--- config.mk ---
export PLATFORM = sky130hd
export DESIGN_NAME = flash_cmd_seq
export DESIGN_NICKNAME = d
export VERILOG_FILES = /design/src/rtl/flash_cmd_pkg.sv /design/src/rtl/flash_cmd_dec.sv /design/src/rtl/flash_sect_track.sv /design/src/rtl/flash_op_port.sv /design/src/rtl/flash_cmd_seq.sv
export SDC_FILE = /design/constraint.sdc
export NUM_CORES = 1
export LEC_CHECK = 0
export BUFFER_PORTS_ARGS = -buffer_cell sky130_fd_sc_hd__buf_2
export CORE_ASPECT_RATIO = 1.1
export CORE_UTILIZATION = 30
export CTS_CLUSTER_DIAMETER = 120
export DETAILED_ROUTE_END_ITERATION = 7
export PLACE_DENSITY = 0.5
export SLEW_MARGIN = 0
export SYNTH_ARGS = -nofsm -noshare
export SYNTH_HDL_FRONTEND = slang
export SYNTH_HIERARCHICAL = 1
export SYNTH_SLANG_ARGS = --single-unit
--- constraint.sdc ---
create_clock -name clk -period 2.78 [get_ports clk]
set_input_delay 0.556 -clock clk [delete_from_list [all_inputs] [get_ports clk]]
set_output_delay 0.556 -clock clk [all_outputs]
set_load 0.03 [all_outputs]
--- src/rtl/flash_cmd_pkg.sv ---
package flash_cmd_pkg;

  typedef enum logic [1:0] {
    RM_ARRAY   = 2'd0,
    RM_STATUS  = 2'd1,
    RM_AUTOSEL = 2'd2
  } rd_mode_e;

  typedef enum logic [1:0] {
    OPK_PROG    = 2'd0,
    OPK_ERASE   = 2'd1,
    OPK_SUSPEND = 2'd2,
    OPK_RESUME  = 2'd3
  } op_kind_e;

  typedef enum logic [3:0] {
    ST_READ,
    ST_KEY1,
    ST_KEY2,
    ST_PROG_ARG,
    ST_ERS_SETUP,
    ST_ERS_KEY1,
    ST_ERS_KEY2,
    ST_AUTOSEL,
    ST_PROG_RUN,
    ST_ERS_RUN,
    ST_SUSPENDED,
    ST_FAULT
  } seq_state_e;

  localparam int KEY_AW = 11;
  localparam logic [KEY_AW-1:0] KEY_ADDR_A = 11'h555;
  localparam logic [KEY_AW-1:0] KEY_ADDR_B = 11'h2AA;

  localparam logic [7:0] B_KEY_A    = 8'hAA;
  localparam logic [7:0] B_KEY_B    = 8'h55;
  localparam logic [7:0] B_RESET    = 8'hF0;
  localparam logic [7:0] B_AUTOSEL  = 8'h90;
  localparam logic [7:0] B_PROGRAM  = 8'hA0;
  localparam logic [7:0] B_ERS_SET  = 8'h80;
  localparam logic [7:0] B_ERS_SECT = 8'h30;
  localparam logic [7:0] B_ERS_CHIP = 8'h10;
  localparam logic [7:0] B_SUSPEND  = 8'hB0;
  localparam logic [7:0] B_RESUME   = 8'h30;

endpackage

--- src/rtl/flash_cmd_dec.sv ---
module flash_cmd_dec
  import flash_cmd_pkg::*;
(
  input  logic [KEY_AW-1:0] key_addr,
  input  logic [7:0]        cbyte,
  output logic              at_key_a,
  output logic              is_key_a,
  output logic              is_key_b,
  output logic              is_reset
);
  always_comb begin
    at_key_a = (key_addr == KEY_ADDR_A);
    is_key_a = at_key_a && (cbyte == B_KEY_A);
    is_key_b = (key_addr == KEY_ADDR_B) && (cbyte == B_KEY_B);
    is_reset = (cbyte == B_RESET);
  end
endmodule

--- src/rtl/flash_sect_track.sv ---
module flash_sect_track #(
  parameter int SECT_W = 4,
  localparam int NSECT = 1 << SECT_W
) (
  input  logic              clk,
  input  logic              rst_n,
  input  logic              mark_one,
  input  logic              mark_all,
  input  logic              clear_all,
  input  logic [SECT_W-1:0] mark_idx,
  input  logic [SECT_W-1:0] look_idx,
  output logic [NSECT-1:0]  mask,
  output logic              hit
);
  for (genvar s = 0; s < NSECT; s++) begin : g_sect
    always_ff @(posedge clk or negedge rst_n) begin
      if (!rst_n)
        mask[s] <= 1'b0;
      else if (clear_all)
        mask[s] <= 1'b0;
      else if (mark_all || (mark_one && mark_idx == SECT_W'(s)))
        mask[s] <= 1'b1;
    end
  end

  assign hit = mask[look_idx];
endmodule

--- src/rtl/flash_op_port.sv ---
module flash_op_port
  import flash_cmd_pkg::*;
#(
  parameter int ADDR_W = 20,
  parameter int DATA_W = 16
) (
  input  logic              clk,
  input  logic              rst_n,
  input  logic              launch,
  input  op_kind_e          l_kind,
  input  logic [ADDR_W-1:0] l_addr,
  input  logic [DATA_W-1:0] l_data,
  input  logic              op_ready,
  output logic              op_valid,
  output op_kind_e          op_kind,
  output logic [ADDR_W-1:0] op_addr,
  output logic [DATA_W-1:0] op_data,
  output logic              stall
);
  assign stall = op_valid && !op_ready;

  always_ff @(posedge clk or negedge rst_n) begin
    if (!rst_n) begin
      op_valid <= 1'b0;
      op_kind  <= OPK_PROG;
      op_addr  <= '0;
      op_data  <= '0;
    end else if (launch) begin
      op_valid <= 1'b1;
      op_kind  <= l_kind;
      op_addr  <= l_addr;
      op_data  <= l_data;
    end else if (op_ready) begin
      op_valid <= 1'b0;
    end
  end
endmodule

--- src/rtl/flash_cmd_seq.sv ---
module flash_cmd_seq
  import flash_cmd_pkg::*;
#(
  parameter int ADDR_W = 20,
  parameter int DATA_W = 16,
  parameter int SECT_W = 4
) (
  input  logic                   clk,
  input  logic                   rst_n,
  input  logic                   wr_valid,
  output logic                   wr_ready,
  input  logic [ADDR_W-1:0]      wr_addr,
  input  logic [DATA_W-1:0]      wr_data,
  input  logic [ADDR_W-1:0]      rd_addr,
  output logic [1:0]             rd_mode,
  input  logic                   eng_done,
  input  logic                   eng_fail,
  output logic                   op_valid,
  input  logic                   op_ready,
  output logic [1:0]             op_kind,
  output logic [ADDR_W-1:0]      op_addr,
  output logic [DATA_W-1:0]      op_data,
  output logic [(1<<SECT_W)-1:0] sect_mask
);
  localparam int NSECT = 1 << SECT_W;

  seq_state_e state, nxt;
  logic       susp_q, susp_set, susp_clr;
  logic       fire, stall;
  logic       at_key_a, is_key_a, is_key_b, is_reset;
  logic [7:0] cbyte;
  logic       launch;
  op_kind_e   l_kind, kind_q;
  logic       mark_one, mark_all, clear_all, sect_hit;
  seq_state_e base;

  assign cbyte = wr_data[7:0];
  assign fire  = wr_valid && wr_ready;
  assign base  = susp_q ? ST_SUSPENDED : ST_READ;

  flash_cmd_dec u_dec (
    .key_addr (wr_addr[KEY_AW-1:0]),
    .cbyte    (cbyte),
    .at_key_a (at_key_a),
    .is_key_a (is_key_a),
    .is_key_b (is_key_b),
    .is_reset (is_reset)
  );

  flash_sect_track #(.SECT_W(SECT_W)) u_sect (
    .clk       (clk),
    .rst_n     (rst_n),
    .mark_one  (mark_one),
    .mark_all  (mark_all),
    .clear_all (clear_all),
    .mark_idx  (wr_addr[ADDR_W-1 -: SECT_W]),
    .look_idx  (rd_addr[ADDR_W-1 -: SECT_W]),
    .mask      (sect_mask),
    .hit       (sect_hit)
  );

  flash_op_port #(.ADDR_W(ADDR_W), .DATA_W(DATA_W)) u_op (
    .clk      (clk),
    .rst_n    (rst_n),
    .launch   (launch),
    .l_kind   (l_kind),
    .l_addr   (wr_addr),
    .l_data   (wr_data),
    .op_ready (op_ready),
    .op_valid (op_valid),
    .op_kind  (kind_q),
    .op_addr  (op_addr),
    .op_data  (op_data),
    .stall    (stall)
  );
  assign op_kind = kind_q;

  assign wr_ready = (state != ST_PROG_RUN) && !stall;

  always_comb begin
    nxt       = state;
    launch    = 1'b0;
    l_kind    = OPK_PROG;
    mark_one  = 1'b0;
    mark_all  = 1'b0;
    clear_all = 1'b0;
    susp_set  = 1'b0;
    susp_clr  = 1'b0;
    unique case (state)
      ST_PROG_RUN: begin
        if (eng_fail)      nxt = ST_FAULT;
        else if (eng_done) nxt = base;
      end
      ST_ERS_RUN: begin
        if (eng_fail) nxt = ST_FAULT;
        else if (eng_done) begin
          nxt       = ST_READ;
          clear_all = 1'b1;
        end else if (fire && cbyte == B_SUSPEND) begin
          nxt      = ST_SUSPENDED;
          launch   = 1'b1;
          l_kind   = OPK_SUSPEND;
          susp_set = 1'b1;
        end
      end
      ST_READ, ST_SUSPENDED: if (fire) begin
        if (is_reset) nxt = base;
        else if (state == ST_SUSPENDED && cbyte == B_RESUME) begin
          nxt      = ST_ERS_RUN;
          launch   = 1'b1;
          l_kind   = OPK_RESUME;
          susp_clr = 1'b1;
        end else if (is_key_a) nxt = ST_KEY1;
        else nxt = base;
      end
      ST_KEY1: if (fire) nxt = is_key_b ? ST_KEY2 : base;
      ST_KEY2: if (fire) begin
        nxt = base;
        if (at_key_a) begin
          if (cbyte == B_PROGRAM)                  nxt = ST_PROG_ARG;
          else if (cbyte == B_AUTOSEL && !susp_q)  nxt = ST_AUTOSEL;
          else if (cbyte == B_ERS_SET && !susp_q)  nxt = ST_ERS_SETUP;
        end
      end
      ST_PROG_ARG: if (fire) begin
        if (is_reset) nxt = base;
        else begin
          nxt    = ST_PROG_RUN;
          launch = 1'b1;
          l_kind = OPK_PROG;
        end
      end
      ST_ERS_SETUP: if (fire) nxt = is_key_a ? ST_ERS_KEY1 : ST_READ;
      ST_ERS_KEY1:  if (fire) nxt = is_key_b ? ST_ERS_KEY2 : ST_READ;
      ST_ERS_KEY2: if (fire) begin
        nxt = ST_READ;
        if (cbyte == B_ERS_SECT) begin
          nxt      = ST_ERS_RUN;
          launch   = 1'b1;
          l_kind   = OPK_ERASE;
          mark_one = 1'b1;
        end else if (cbyte == B_ERS_CHIP && at_key_a) begin
          nxt      = ST_ERS_RUN;
          launch   = 1'b1;
          l_kind   = OPK_ERASE;
          mark_all = 1'b1;
        end
      end
      ST_AUTOSEL: if (fire && is_reset) nxt = ST_READ;
      ST_FAULT: if (fire && is_reset) begin
        nxt       = ST_READ;
        clear_all = 1'b1;
        susp_clr  = 1'b1;
      end
      default: nxt = ST_READ;
    endcase
  end

  always_ff @(posedge clk or negedge rst_n) begin
    if (!rst_n) begin
      state  <= ST_READ;
      susp_q <= 1'b0;
    end else begin
      state <= nxt;
      if (susp_set)      susp_q <= 1'b1;
      else if (susp_clr) susp_q <= 1'b0;
    end
  end

  always_comb begin
    unique case (state)
      ST_AUTOSEL:                         rd_mode = RM_AUTOSEL;
      ST_PROG_RUN, ST_ERS_RUN, ST_FAULT:  rd_mode = RM_STATUS;
      default: rd_mode = (susp_q && sect_hit) ? RM_STATUS : RM_ARRAY;
    endcase
  end
endmodule

# Word level (Yosys, flattened, before mapping)
# Cells that the tools add are included.
# word_totals
inputBits	62
elab_cells	244
regBits	60
out_inout_bits	58
# op_classes
eq_ne	48
mux	102
n_lt_le_gt_ge	1
reduce_logical	71
# ops
op	n
$mux 4	25
$mux 1	62
$eq 4x4->1 const B	12
$eq 8x8->1 const B	6
$pmux 4 s10	1
$reduce_bool 2->1	18
$eq 4x3->1 const B	8
$logic_and 1x1->1	28
$eq 4x2->1 const B	4
$logic_or 1x1->1	16
$ne 2x2->1 const B	7
$mux 2	6
$eq 11x10->1 const B	1
$eq 11x11->1 const B	1
$reduce_and 10->1	1
$eq 4x1->1 const B	2
$eq 8x5->1 const B	1
$eq 8x6->1 const B	1
$eq 8x7->1 const B	1
$logic_not 4->1	2
$ne 4x4->1 const B	2
$mux 3	2
$pmux 2 s3	1
$lt 4x5->1 const B	1
9 further kinds	13

# Logic depth before layout (Yosys ltp)
# logic_depth
word_depth	11
depth_mapped	11
ltp_nobuf	9

# By module
# The synthesis kept the hierarchy.
# by_module_without_submodules
module	seq_area_each_um2	instances	cells_per_inst	area_each_um2
flash_op_port	975.9	1	83	1487.7
flash_cmd_seq	125.1	1	121	898.4
flash_sect_track	400.4	1	68	799.5
flash_cmd_dec	0.0	1	17	123.9

# Worst setup path after synthesis
# No wires, ideal clock.
# synth_path
kind	in2reg
from	input port wr_addr[1]
to	register u_op.op_addr[10]
setup_time_ps	125
required_ps	2655
cell_stages	10
slack_ps	278
arrival_time_ps	2377
path_cell_list	or4b_4 -> nor2_1 -> nor2_1 -> nor2_1 -> o21ai_1 -> a21o_1 -> nand2_1 -> buf_6 -> buf_6 -> mux2_4
# synth_between
elab_chain_cells	6
# synth_lines
item	line_no	rtl
from (decl)	flash_cmd_seq.sv:12	input logic [ADDR_W-1:0] wr_addr,
$eq 11x11->1	flash_cmd_dec.sv:12	at_key_a = (key_addr == KEY_ADDR_A);
via at_key_a	flash_cmd_seq.sv:30	logic at_key_a, is_key_a, is_key_b, is_reset;
$logic_and 1x1->1	flash_cmd_seq.sv:142	end else if (cbyte == B_ERS_CHIP && at_key_a) begin
$mux 1	flash_cmd_seq.sv:142	
$mux 1	flash_cmd_seq.sv:137	if (cbyte == B_ERS_SECT) begin
$mux 1	flash_cmd_seq.sv:135	ST_ERS_KEY2: if (fire) begin
$pmux 1 s4	flash_cmd_seq.sv:89	unique case (state)
via launch	flash_cmd_seq.sv:32	logic launch;
to (signal assigned)	flash_op_port.sv:31	op_addr <= l_addr;
to (decl)	flash_op_port.sv:16	output logic [ADDR_W-1:0] op_addr,
# The timed path passes the listed nets, and every way through them passes these cells.
# A chain may end at the register's enable or synchronous reset.

# Worst setup path after layout
# layout_path
from	input port rd_addr[16]
to	output port rd_mode[0]
# layout_between
elab_chain_cells	5
# layout_lines
item	line_no	rtl
from (decl)	flash_cmd_seq.sv:14	input logic [ADDR_W-1:0] rd_addr,
$bmux 1 s4	flash_sect_track.sv:26	assign hit = mask[look_idx];
$mux 1 (not written as such)	flash_sect_track.sv:26	
via sect_hit	flash_cmd_seq.sv:34	logic mark_one, mark_all, clear_all, sect_hit;
$logic_and 1x1->1	flash_cmd_seq.sv:174	default: rd_mode = (susp_q && sect_hit) ? RM_STATUS : RM_ARRAY;
$mux 1	flash_cmd_seq.sv:174	
$pmux 2 s2	flash_cmd_seq.sv:171	unique case (state)
to (decl)	flash_cmd_seq.sv:15	output logic [1:0] rd_mode,
# The timed path passes the listed nets, and every way through them passes these cells. The select of a mux whose other input is x is not followed.

==> summary.md <==
| Metric | Value |
|---|---|
| Root Buffer | `clkbuf_16` |
| RSZ-0062 raised after global routing | `no` |
| First-pass GRT wire length | `14,580 um` |
| Commonest non-fill, non-tap cell in the layout | `buf_2` |
| Die Ht | `112.2 um` |
| Pre-Repair DR Iteration Count | `4` |
| Via density | `5.100` |
| CTS Buffer Depth | `2` |
| Syn-to-layout area delta | `30.70%` |
| Cell Area, Synth | `0.003309 mm2` |
| I/O pin count | `120` |
| Synth Area per Inst | `11.45 um2` |
| Postcts setup bufs | `0` |
| Mapped Cells | `289` |
| Layout cells sized above 1 | `0.4655` |
| DRC viols | `0` |
| Largest net degree at the start of global routing | `33` |
| Final Cycle Share | `0.9168` |
| Vias in the first global route | `2,873` |
| Worst path required time | `2.22 ns` |
| Cell type with the largest total area after synthesis | `dfrtp_1` |
| Reg2Reg Depth | `7` |
| Max IR drop VDD | `0.0002110 V` |
| Final Slew Violations | `0` |
| Worst-path clk slew | `0.05 ns` |
| Initial antenna violation count | `0` |
| CTS Sinks | `60` |
| Maximum fanout along the worst path | `4` |
| CP startpoint kind | `input port` |
| Synthesis Warnings | `6` |
| Post-DRT Antenna Nets | `0` |
| Seq cells post-synth | `60` |
| Setup ws final | `0.2312 ns` |
| GRT Util Overall | `0.1649` |
| Global route total overflow | `0` |
| Initial Utilization | `0.3140` |
| Die Wd | `102.1 um` |
| CTS H-Tree Depth | `3` |
| MaxCap Viol Count | `0` |
| Post-Route WL | `8800 um` |
| Worst Path Arrival | `1.99 ns` |
| Top post-synthesis cells by area | `dfrtp_1 45%, mux2_2 9.9%, mux2_4 4.1%` |
| Endpoints failing setup | `0` |
| Synth Net Count | `351` |
| Pre-CTS WS | `0.1093 ns` |
| DP HPWL | `6576 um` |
| Synth Flop Type | `dfrtp_1` |
| Worst setup EP type | `output pin` |
| Vias post-DR | `2,800` |
| Most frequent cells in the layout | `103 x buf_2, 60 x dfrtp_1, 36 x nor2_1` |
| Core box area | `0.01054 mm2` |
| CTS hold repair buffers | `0` |
| Least-Margin Pin Slew | `0.6870 ns` |
| Die area | `0.01146 mm2` |
| Site Rows | `39` |
| Worst Setup Path Type | `in -> out` |
| Fraction of registers with async set/reset | `1.000` |
| Max Clock Freq | `0.3923 GHz` |
| Power Dens Cells | `483.0 mW/mm2` |
| WL/cell | `16.03 um` |
| Post-synthesis cell type count | `61` |
| P_leak | `0.002226 uW` |
| Placer Congestion | `0.8212` |
| Hold Vio Cnt, Final | `0` |
| Fin Setup TNS | `0 ns` |
| Fillers | `1,084` |
| Nets | `463` |
| Slew headroom | `0.5420` |
| CTS tree | `built` |
| EDFF count, synth | `0` |
| # diodes | `0` |
| Sequential share of the synthesized area | `0.4537` |
| Worst hold path type | `in -> async` |
| Period minus WS final | `2.549 ns` |
| Port Buf Inserts | `103` |
| Outcome | `complete, no violations` |
| Skew-Pair Late Insertion Delay | `0.33 ns` |
| Post_cts resized | `0` |
| Area share of the largest cell type after synthesis | `0.4537` |
| Number of buffers created by CTS | `9` |
| Initial detailed-routing violation count | `124` |
| Clk_skew | `0.008468 ns` |
[critical path, stage by stage]
cell and delay, ns:
buf_2 0.16, mux4_1 0.60, mux2i_1 0.15, mux2i_1 0.13
a21oi_1 0.16, a21oi_1 0.05, buf_2 0.19
[worst paths after layout]
kind	start	endpoint	slack, ns
worst max-delay path	rd_addr[16]	rd_mode[0]	0.23
worst min-delay path	rst_n	u_op/op_data[11]	0.27
worst max register to register	state[0]	u_op/op_data[14]	0.49
worst min register to register	u_op/op_data[9]	u_op/op_data[9]	0.50
max in group asynchronous	rst_n	u_op/op_data[14]	1.90
min in group clk	wr_addr[12]	u_op/op_addr[12]	0.46
[per-stage QoR]
stage          cells  cell area, um2  hold WS, ns  utilization  total power [uW]
4_1_cts          549            4325       0.2951       0.4104              2133
6_report         549            4325       0.2680       0.4104              2089
2_1_floorplan    289            3309       0.2604            -             919.6
3_3_place_gp     533            4033       0.4857       0.3826              1000
5_1_grt          549            4325       0.3191       0.4104              2176
3_5_place_dp     533            4033       0.4882       0.3826              1002
[state kept, by name, indices dropped and copies added, names as in the netlist]
register,cells
u_op/op_data,16
susp_q,1
u_sect/mask,16
state,4
u_op/op_valid,1
u_op/op_kind,2
u_op/op_addr,20
[cells in the mapped netlist (all sizes together) (4+ instances only)]
library cell and number:
a211oi 9, a21oi 5, a311oi 8, and3 5, buf 12, clkbuf 4
dfrtp 60, inv 8, mux2 38, mux2i 5, mux4 4, nand2 11
nand2b 4, nand3 9, nand4 5, nor2 36, nor2b 10, nor3 4
nor3b 5, nor4 4, o211ai 4
[power breakdown]
group / internal (uW) / switching [uW] / total [uW]
registers: 874 / 0.000316 / 874
logic: 43.8 / 66.6 / 110
clock network: 693 / 411 / 1100
total: 1610 / 478 / 2090
[per-layer routing]
| layer | vias to the layer above | track usage | wire (um) |
|---|---|---|---|
| met5 | - | 0 | 0 |
| met4 | 0 | 0.06667 | 180 |
| met3 | 15 | 0.04483 | 489 |
| met2 | 97 | 0.2546 | 4199 |
| met1 | 1380 | 0.2172 | 3931 |
| li1 | 1308 | - | - |
[cells by family (layout without fill, tap and decap cells)]
group,Yosys count,in the layout,synth area share
buffers and inverters,24,141,0.04234
xor gates and xnor gates,2,2,0.007563
and+or+nand+nor,109,109,0.1989
muxes,47,47,0.1864
AOI/OAI and AO/OA,47,47,0.1112
DFF,60,60,0.4537
[final cells by class]
cell class | instances | area [um2] | share of cell area
Multi-Input combinational cell | 205 | 1677 | 0.3876
Clock buffer | 10 | 229.0 | 0.05294
Sequential cell | 60 | 1501 | 0.3471
Inverter | 8 | 30.03 | 0.006942
Clock inverter | 6 | 63.81 | 0.01475
Timing Repair Buffer | 117 | 645.6 | 0.1493
Tap cell | 143 | 178.9 | 0.04137
Power figures use the tool's default switching activity.
